File: src/rtl/hbd_pkg.sv
package hbd_pkg;

  // Next sleep state: asleep only wakes on the wake timer, awake sleeps on either entry timer.
  function automatic logic sleep_next(input logic asleep, input logic set_hit,
                                      input logic uv_hit, input logic clr_hit);
    if (asleep) return !clr_hit;
    return set_hit | uv_hit;
  endfunction

  // One side may drive when permitted, commanded, and the opposite command is low.
  function automatic logic side_enable(input logic allow, input logic mine, input logic other);
    return allow & mine & ~other;
  endfunction

  // Width of a counter reaching limit-1.
  function automatic int cnt_width(input int limit);
    return (limit > 2) ? $clog2(limit) : 1;
  endfunction

endpackage

File: src/rtl/hbd_sync.sv
module hbd_sync #(
  parameter int WIDTH  = 3,
  parameter int STAGES = 2
) (
  input  logic             clk,
  input  logic             rst_n,
  input  logic [WIDTH-1:0] d,
  output logic [WIDTH-1:0] q
);
  logic [WIDTH-1:0] stg [STAGES];

  for (genvar i = 0; i < STAGES; i++) begin : g_stage
    if (i == 0) begin : g_first
      always_ff @(posedge clk or negedge rst_n) begin
        if (!rst_n) stg[i] <= '0;
        else        stg[i] <= d;
      end
    end else begin : g_next
      always_ff @(posedge clk or negedge rst_n) begin
        if (!rst_n) stg[i] <= '0;
        else        stg[i] <= stg[i-1];
      end
    end
  end

  assign q = stg[STAGES-1];
endmodule

File: src/rtl/hbd_hold_timer.sv
module hbd_hold_timer
  import hbd_pkg::*;
#(
  parameter int LIMIT = 5000
) (
  input  logic clk,
  input  logic rst_n,
  input  logic cond,
  output logic fire
);
  localparam int CW = cnt_width(LIMIT);
  localparam logic [CW-1:0] LAST = CW'(LIMIT - 1);

  logic [CW-1:0] cnt;

  always_ff @(posedge clk or negedge rst_n) begin
    if (!rst_n)           cnt <= '0;
    else if (!cond)       cnt <= '0;
    else if (cnt != LAST) cnt <= cnt + 1'b1;
  end

  assign fire = cond && (cnt == LAST);

  // a single broken cycle clears the count
  a_r5_restart: assert property (@(posedge clk) disable iff (!rst_n)
    !cond |=> (cnt == '0));

  // firing needs the condition to have been present on the previous cycle too
  a_r4_fire_held: assert property (@(posedge clk) disable iff (!rst_n)
    fire |-> $past(cond));
endmodule

File: src/rtl/hbd_gate_logic.sv
module hbd_gate_logic
  import hbd_pkg::*;
(
  input  logic clk,
  input  logic rst_n,
  input  logic asleep,
  input  logic blank,
  input  logic uv,
  input  logic hi,
  input  logic lo,
  output logic hs_en,
  output logic ls_en,
  output logic hiz_req,
  output logic pd_req
);
  logic allow;

  assign allow   = !asleep && !blank && !uv;
  assign hs_en   = side_enable(allow, hi, lo);
  assign ls_en   = side_enable(allow, lo, hi);
  assign hiz_req = asleep;
  assign pd_req  = asleep | uv;

  a_r2_both_high_quiet: assert property (@(posedge clk) disable iff (!rst_n)
    (hi && lo) |-> (!hs_en && !ls_en));

  a_r7_uv_forces_low: assert property (@(posedge clk) disable iff (!rst_n)
    uv |-> (!hs_en && !ls_en && pd_req));

  a_r10_sleep_outputs: assert property (@(posedge clk) disable iff (!rst_n)
    asleep |-> (!hs_en && !ls_en && hiz_req && pd_req));
endmodule

File: src/rtl/hb_cmd_guard.sv
module hb_cmd_guard
  import hbd_pkg::*;
#(
  parameter int SYNC_STAGES = 2,
  parameter int SET_CYCLES  = 5000,
  parameter int CLR_CYCLES  = 5000,
  parameter int UV_CYCLES   = 7500
) (
  input  logic clk,
  input  logic rst_n,
  input  logic hi_cmd,
  input  logic lo_cmd,
  input  logic uv_flag,
  output logic hs_drv,
  output logic ls_drv,
  output logic hs_hiz,
  output logic ls_pulldown,
  output logic sleep_flag
);
  localparam int NSIG = 3;
  localparam int IDX_HI = 2;
  localparam int IDX_LO = 1;
  localparam int IDX_UV = 0;

  logic [NSIG-1:0] raw_in, sync_in;
  logic hi_s, lo_s, uv_s;
  logic set_cond, clr_cond;
  logic set_fire, clr_fire, uv_fire;
  logic sleep_q, blank_q;

  assign raw_in = {hi_cmd, lo_cmd, uv_flag};

  hbd_sync #(.WIDTH(NSIG), .STAGES(SYNC_STAGES)) u_sync (
    .clk(clk), .rst_n(rst_n), .d(raw_in), .q(sync_in)
  );

  assign hi_s = sync_in[IDX_HI];
  assign lo_s = sync_in[IDX_LO];
  assign uv_s = sync_in[IDX_UV];

  assign set_cond = hi_s && lo_s;
  assign clr_cond = !hi_s && lo_s && !uv_s;

  hbd_hold_timer #(.LIMIT(SET_CYCLES)) u_set_tmr (
    .clk(clk), .rst_n(rst_n), .cond(set_cond), .fire(set_fire)
  );
  hbd_hold_timer #(.LIMIT(CLR_CYCLES)) u_clr_tmr (
    .clk(clk), .rst_n(rst_n), .cond(clr_cond), .fire(clr_fire)
  );
  hbd_hold_timer #(.LIMIT(UV_CYCLES)) u_uv_tmr (
    .clk(clk), .rst_n(rst_n), .cond(uv_s), .fire(uv_fire)
  );

  always_ff @(posedge clk or negedge rst_n) begin
    if (!rst_n) begin
      sleep_q <= 1'b1;
      blank_q <= 1'b0;
    end else begin
      sleep_q <= sleep_next(sleep_q, set_fire, uv_fire, clr_fire);
      blank_q <= sleep_q && clr_fire;
    end
  end

  hbd_gate_logic u_gate (
    .clk(clk), .rst_n(rst_n),
    .asleep(sleep_q), .blank(blank_q), .uv(uv_s), .hi(hi_s), .lo(lo_s),
    .hs_en(hs_drv), .ls_en(ls_drv), .hiz_req(hs_hiz), .pd_req(ls_pulldown)
  );

  assign sleep_flag = sleep_q;

  a_r4_entry_cause: assert property (@(posedge clk) disable iff (!rst_n)
    $rose(sleep_q) |-> $past(set_fire || uv_fire));

  a_r6_exit_cause: assert property (@(posedge clk) disable iff (!rst_n)
    $fell(sleep_q) |-> $past(clr_fire));

  a_r9_no_wake_in_uv: assert property (@(posedge clk) disable iff (!rst_n)
    (sleep_q && uv_s) |=> sleep_q);

  a_r12_wake_blank: assert property (@(posedge clk) disable iff (!rst_n)
    $fell(sleep_q) |-> (!hs_drv && !ls_drv));
endmodule

File: config.mk
export PLATFORM = sky130hd
export DESIGN_NAME = hb_cmd_guard
export DESIGN_NICKNAME = d
export VERILOG_FILES = /design/src/rtl/hbd_pkg.sv /design/src/rtl/hbd_sync.sv /design/src/rtl/hbd_hold_timer.sv /design/src/rtl/hbd_gate_logic.sv /design/src/rtl/hb_cmd_guard.sv
export SDC_FILE = /design/constraint.sdc
export NUM_CORES = 1
export LEC_CHECK = 0
export BUFFER_PORTS_ARGS = -buffer_cell sky130_fd_sc_hd__clkbuf_2
export CORE_MARGIN = 5
export CORE_UTILIZATION = 50
export CTS_CLUSTER_SIZE = 14
export DETAILED_ROUTE_END_ITERATION = 7
export PLACE_DENSITY = 0.7
export SLEW_MARGIN = 40
export SYNTH_ARGS = -nofsm -noshare
export SYNTH_HDL_FRONTEND = slang
export SYNTH_SLANG_ARGS = --single-unit
File: constraint.sdc
create_clock -name clk -period 1.79 [get_ports clk]
set_input_delay 0.0895 -clock clk [delete_from_list [all_inputs] [get_ports clk]]
set_output_delay 0.0895 -clock clk [all_outputs]
set_load 0.02 [all_outputs]
==> results.tsv, run 1 <==
stage	metric	value	unit
outcome	status	complete, no violations	
clock_tree	clk_pin_slew_worst_paths	0.08	ns
global_routing	grt_usage	0.1492	
global_routing	grt_max_degree	19	
layout	final_common_cell	dfrtp_1	
layout	drive_gt1_frac	0.1653	
die	core_area	0.004354	mm²
sta	hold_slack	0.2580	ns
sta	fmax	0.6045	GHz
sta	rsz0062_at_grt	no	
global_routing	antenna_found_initial	0	
logic_synthesis	yosysUniqueCellTypes	36	
route	num_vias	1624	
global_routing	grt_pass1_wl	7.258	mm
clock_tree	post-cts-setup-buffers	0	
placed_design	port_buffers	9	
sta	hold_viol	0	
die	die-area	0.005906	mm²
sta	finalClockSkew	0.004706	ns
logic_synthesis	synth_ff_type	dfrtp_1	
logic_synthesis	async_reset_ff_frac	1.000	
logic_synthesis	synth_edf_count	0	
sta	worst_pin_slew	0.4535	ns
critical_path	end_kind	flip-flop	
route	vias_per_cell	5.413	
critical_path	cp.required	1.96	ns
layout	final_cells	300	
worst_hold_path	min_path_type	in -> async	
layout	most-common-layout-cells	dfrtp_1, nor2_1, nand2_1, xnor2_1	
route	routed_wl	4.004	mm
clock_tree	cts_tree	built	
layout	seq_area	0.001177	mm²
logic_synthesis	synth_cells	219	
sta	period_share	0.9242	
sta	setup_violations	0	
logic_synthesis	ys_seq_area_frac	0.5269	
clock_tree	cts_buffers	5	
route	drt_iter0_markers	67	
clock_tree	clock-sinks	47	
die	chipHeight	76.85	µm
placed_design	dpl.hpwl	2.889	mm
sta	period_needed	1.654	ns
logic_synthesis	yosysTopAreaCell	dfrtp_1	
die	rows	24	
layout	area_delta_synth_final	15.23	%
layout	final_net_count	255	
critical_path	worstSetupPathType	reg -> reg	
sta	drv_slew	0	
clock_tree	clock-root-buffer	clkbuf_8	
die	die_w	76.85	µm
placed_design	placedCellCount	288	
layout	nFillCells	367	
sta	tns	0	ns
die	initial_utilization	0.5132	
critical_path	cp_max_fo	5	
logic_synthesis	synth_nets	227	
critical_path	cp-start-kind	flip-flop	
route	route.detailed.drc	0	
route	ant_nets	0	
logic_synthesis	ys_seq_elements	47	
logic_synthesis	ys_warn_count	0	
layout	n_antenna_cell	0	
logic_synthesis	syn_area_per_cell	10.20	µm²
clock_tree	htreeDepth	2	
clock_tree	clock_path_buffers	2	
global_routing	grt_pass1_vias	1580	
pwr	p_leak	0.001063	µW
die	design.portCount	10	
layout	multi_input_area	0.001023	mm²
clock_tree	insertion_delay	0.29	ns
sta	slew_headroom	0.6969	
logic_synthesis	synth_top_area_frac	0.5151	
pwr	cellPowerDensity	721.9	mW/mm²
logic_synthesis	syn-cell-area	0.002235	mm²
route	drtPass1Iterations	4	
run	maxCapViolCount	0	
route	routedWlPerCell	13.35	µm
critical_path	cp.arrival	1.82	ns
pwr	irDropWorstVdd	511.3	µV
logic_synthesis	synthTopCellsByArea	dfrtp_1, xnor2_1, nor2_1	
placed_design	place.gp.congestion	0.8033	
global_routing	grt.overflow.total	0	
[per-layer routing]
metal,up-vias,wire length (µm),global-route usage
li1,819,-,-
met1,771,1960,0.2104
met2,26,1810,0.2241
met3,8,155,0.03279
met4,0,79,0.05594
met5,-,0,0
[state kept, by name, indices dropped and copies added (netlist names)]
signal,flops
u_clr_tmr.cnt,13
u_set_tmr.cnt,13
u_uv_tmr.cnt,13
u_sync.q,3
u_sync.stg,3
blank_q,1
sleep_flag,1
[repair_timing]
action,CTS,global route
hold endpoints to repair,18,0
endpoints found under the setup margin,0,11
hold buffers,4,0
resized for setup,0,5
[path summary, 6_finish.rpt]
kind	end	slack, ns	depth (start not counted)	from
hold reg to reg	u_sync.q[1]	0.35	0	u_sync.stg[4]
min in group clk	u_sync.q[1]	0.35	0	u_sync.stg[4]
hold / removal	u_set_tmr.cnt[1]	0.26	2	rst_n
setup / recovery	u_set_tmr.cnt[1]	0.14	4	u_set_tmr.cnt[10]
setup reg to reg	u_set_tmr.cnt[1]	0.14	4	u_set_tmr.cnt[10]
max in group asynchronous	sleep_flag	0.88	3	rst_n
[logic make-up (layout without fill, tap and decap cells)]
family,after synthesis,count (layout),share of synthesized area
adders and majority gates,3,3,0.01680
buffers and inverters,13,42,0.02519
DFF,47,47,0.5269
AOI/OAI and AO/OA,24,24,0.05823
muxes,3,3,0.01344
xor gates and xnor gates,23,23,0.09014
and+or+nand+nor,106,106,0.2693
[where the power goes]
group | leakage (µW) | total, µW | internal, µW | switching, µW
Sequential | 0.000635 | 1090 | 1080 | 12.3
Clock | 0.0000515 | 683 | 353 | 330
Combinational | 0.000377 | 87.5 | 32.8 | 54.7
[Yosys cell counts (3+ instances only)]
cell type	instances
dfrtp_1	46
nor2_1	28
nand2_1	14
xnor2_1	13
a21oi_1	12
nand3_1	12
or3_1	10
xor2_1	10
inv_1	9
nor3_1	9
o21ai_0	8
nand4_1	7
nor4_1	5
and3_1	4
ha_1	3
mux2i_1	3
nand2b_1	3
[per-stage QoR]
step | util | worst slack (ns) | area (µm²) | total power, µW
after global placement | 0.5540 | 0.06182 | 2412 | 1189
after detailed placement | 0.5540 | 0.02792 | 2412 | 1191
final | 0.5914 | 0.1358 | 2575 | 1859
after floorplan | - | 0.1057 | 2235 | 1145
after global routing | 0.5914 | 0.01384 | 2575 | 1964
after CTS | 0.5862 | 0.01009 | 2552 | 1883
[cell type report]
type | count | share of cell area
flip-flops and latches | 47 | 0.4572
multi-input cells | 159 | 0.3975
repair buffers | 25 | 0.06803
clock buffers | 8 | 0.03887
well taps | 52 | 0.02527
inverters | 9 | 0.01312
[worst max-delay path, cell delays in order (launching register included)]
cell,delay [ns]
dfrtp_1,0.41
or4b_4,0.56
nor4_4,0.28
mux2i_1,0.23
nor2_1,0.05
Power figures use the tool's default switching activity.
==> run 2, diff against run 1 <==
--- a/config.mk
+++ b/config.mk
@@ -6,11 +6,12 @@
 export NUM_CORES = 1
 export LEC_CHECK = 0
 export BUFFER_PORTS_ARGS = -buffer_cell sky130_fd_sc_hd__clkbuf_2
+export CORE_ASPECT_RATIO = 1.75
 export CORE_MARGIN = 5
 export CORE_UTILIZATION = 50
 export CTS_CLUSTER_SIZE = 14
 export DETAILED_ROUTE_END_ITERATION = 7
-export PLACE_DENSITY = 0.7
+export PLACE_DENSITY = 0.67
 export SLEW_MARGIN = 40
 export SYNTH_ARGS = -nofsm -noshare
 export SYNTH_HDL_FRONTEND = slang
==> constraint.sdc (replaced) <==
create_clock -name clk -period 2 [get_ports clk]
set_input_delay 0.1 -clock clk [delete_from_list [all_inputs] [get_ports clk]]
set_output_delay 0.1 -clock clk [all_outputs]
set_load 0.02 [all_outputs]
==> results.tsv, run 2 (same netlist as run 1, synthesis figures left out) <==
stage	metric	value	unit	change
outcome	status	complete, no violations		unchanged
sta	worst_pin_slew	0.5332	ns	was 0.4535 ns
route	routed_wl	4.163	mm	was 4.004 mm
global_routing	gr-usage-met3	0.03277		was 0.03279
pwr	p_leak	0.001013	µW	was 0.001063 µW
sta	rsz0062_at_grt	no		unchanged
route	routedWlPerCell	14.45	µm	was 13.35 µm
die	design.portCount	10		unchanged
layout	n_antenna_cell	0		unchanged
critical_path	end_kind	flip-flop		unchanged
sta	tns	0	ns	unchanged
sta	finalClockSkew	0.009174	ns	was 0.004706 ns
placed_design	place.gp.congestion	0.7920		was 0.8033
layout	area_delta_synth_final	11.48	%	was 15.23%
clock_tree	clk_pin_slew_worst_paths	0.09	ns	was 0.08 ns
global_routing	grt.overflow.total	0		unchanged
layout	top_regs	u_clr_tmr.cnt (13), u_set_tmr.cnt (13), u_uv_tmr.cnt (13)		unchanged
clock_tree	clock_path_buffers	2		unchanged
clock_tree	clock-sinks	47		unchanged
clock_tree	cts_buffers	5		unchanged
layout	drive_gt1_frac	0.1097		was 0.1653
die	rows	32		was 24
sta	slew_headroom	0.6445		was 0.6969
route	route.detailed.drc	0		unchanged
layout	final_net_count	245		was 255
global_routing	grt_max_degree	48		was 19
clock_tree	cts_resized	0		unchanged
critical_path	cp.arrival	1.98	ns	was 1.82 ns
run	maxCapViolCount	0		unchanged
placed_design	port_buffers	9		unchanged
die	initial_utilization	0.5120		was 0.5132
sta	period_needed	1.815	ns	was 1.654 ns
route	vias_per_cell	5.622		was 5.413
sta	fmax	0.5510	GHz	was 0.6045 GHz
global_routing	met1_usage	0.1695		was 0.2104
global_routing	grt_pass1_vias	1628		was 1580
layout	final_cells	288		was 300
global_routing	antenna_found_initial	0		unchanged
placed_design	dpl.hpwl	3.026	mm	was 2.889 mm
route	drtPass1Iterations	2		was 4
clock_tree	post-cts-setup-buffers	0		unchanged
global_routing	grt.busiest_layer	met2		unchanged
placed_design	place_area	0.002349	mm²	was 0.002412 mm²
die	die-area	0.005959	mm²	was 0.005906 mm²
global_routing	grt_pass1_wl	7.058	mm	was 7.258 mm
clock_tree	htreeDepth	2		unchanged
die	die_w	60.54	µm	was 76.85 µm
pwr	finalPower	1711	µW	was 1859 µW
route	drt_iter0_markers	34		was 67
layout	most-common-layout-cells	dfrtp_1, nor2_1, nand2_1, xnor2_1		unchanged
clock_tree	hold_buffers	4		unchanged
pwr	cellPowerDensity	686.8	mW/mm²	was 721.9 mW/mm²
critical_path	cp.required	2.16	ns	was 1.96 ns
placed_design	placedCellCount	277		was 288
global_routing	grtUsageMet2	0.2833		was 0.2241
critical_path	worstSetupPathType	reg -> reg		unchanged
layout	final_common_cell	dfrtp_1		unchanged
global_routing	grt_usage	0.1565		was 0.1492
clock_tree	clock-root-buffer	clkbuf_8		unchanged
critical_path	cp_max_fo	5		unchanged
clock_tree	insertion_delay	0.30	ns	was 0.29 ns
sta	hold_viol	0		unchanged
sta	setup_violations	0		unchanged
sta	period_share	0.9074		was 0.9242
pwr	irDropWorstVdd	503.8	µV	was 511.3 µV
clock_tree	cts_tree	built		unchanged
route	ant_nets	0		unchanged
die	core_area	0.004364	mm²	was 0.004354 mm²
layout	finish.instance_area	0.002491	mm²	was 0.002575 mm²
route	num_vias	1619		was 1624
die	chipHeight	98.44	µm	was 76.85 µm
worst_hold_path	min_path_type	in -> async		unchanged
sta	drv_slew	0		unchanged
critical_path	cp-start-kind	flip-flop		unchanged
==> run 2: power by group <==
part	total (µW)	internal [µW]	switching, µW
Combinational	75.3	27.9	47.4
Clock	661	366	295
Sequential	974	963	11.3
==> run 2: layout make-up <==
class                           instances  area [µm²]
Fill cell                             407        1873
Sequential cell                        47        1177
Multi-Input combinational cell        159        1001
Timing Repair Buffer                   15       112.6
Clock buffer                            6       72.57
Tap cell                               51       63.81
Inverter                                9       33.78
Clock inverter                          1       30.03
==> run 2: final timing paths <==
check | slack (ns) | depth (start not counted) | startpoint | to
max | 0.19 | 4 | u_clr_tmr.cnt[10] | u_clr_tmr.cnt[1]
min | 0.31 | 3 | rst_n | u_set_tmr.cnt[4]
max reg2reg | 0.19 | 4 | u_clr_tmr.cnt[10] | u_clr_tmr.cnt[1]
min reg2reg | 0.35 | 0 | u_sync.stg[3] | u_sync.q[0]
max in group asynchronous | 1.40 | 3 | rst_n | sleep_flag
min in group clk | 0.35 | 0 | u_sync.stg[3] | u_sync.q[0]
==> run 2: per-layer routing <==
metal  vias to the layer above  part of all wire
met1                       804              0.39
met5                         -                 0
met4                         0             0.018
li1                        797                 -
met3                         6             0.021
met2                        12              0.57
==> run 2: worst max-delay path: stages, from the launching register on <==
cell	delay, ns
dfrtp_1	0.42
or4b_4	0.56
nor4_4	0.42
mux2i_1	0.23
nor2_1	0.05
==> run 2: metrics by stage <==
stage          utilization  hold WS, ns  setup slack (ns)
3_5_place_dp        0.5381       0.1042            0.1930
5_1_grt             0.5708       0.3300           0.08881
4_1_cts             0.5708       0.3199            0.1789
3_3_place_gp        0.5381       0.1082            0.2237
2_1_floorplan            -      -0.1956            0.3157
6_report            0.5708       0.3128            0.1852
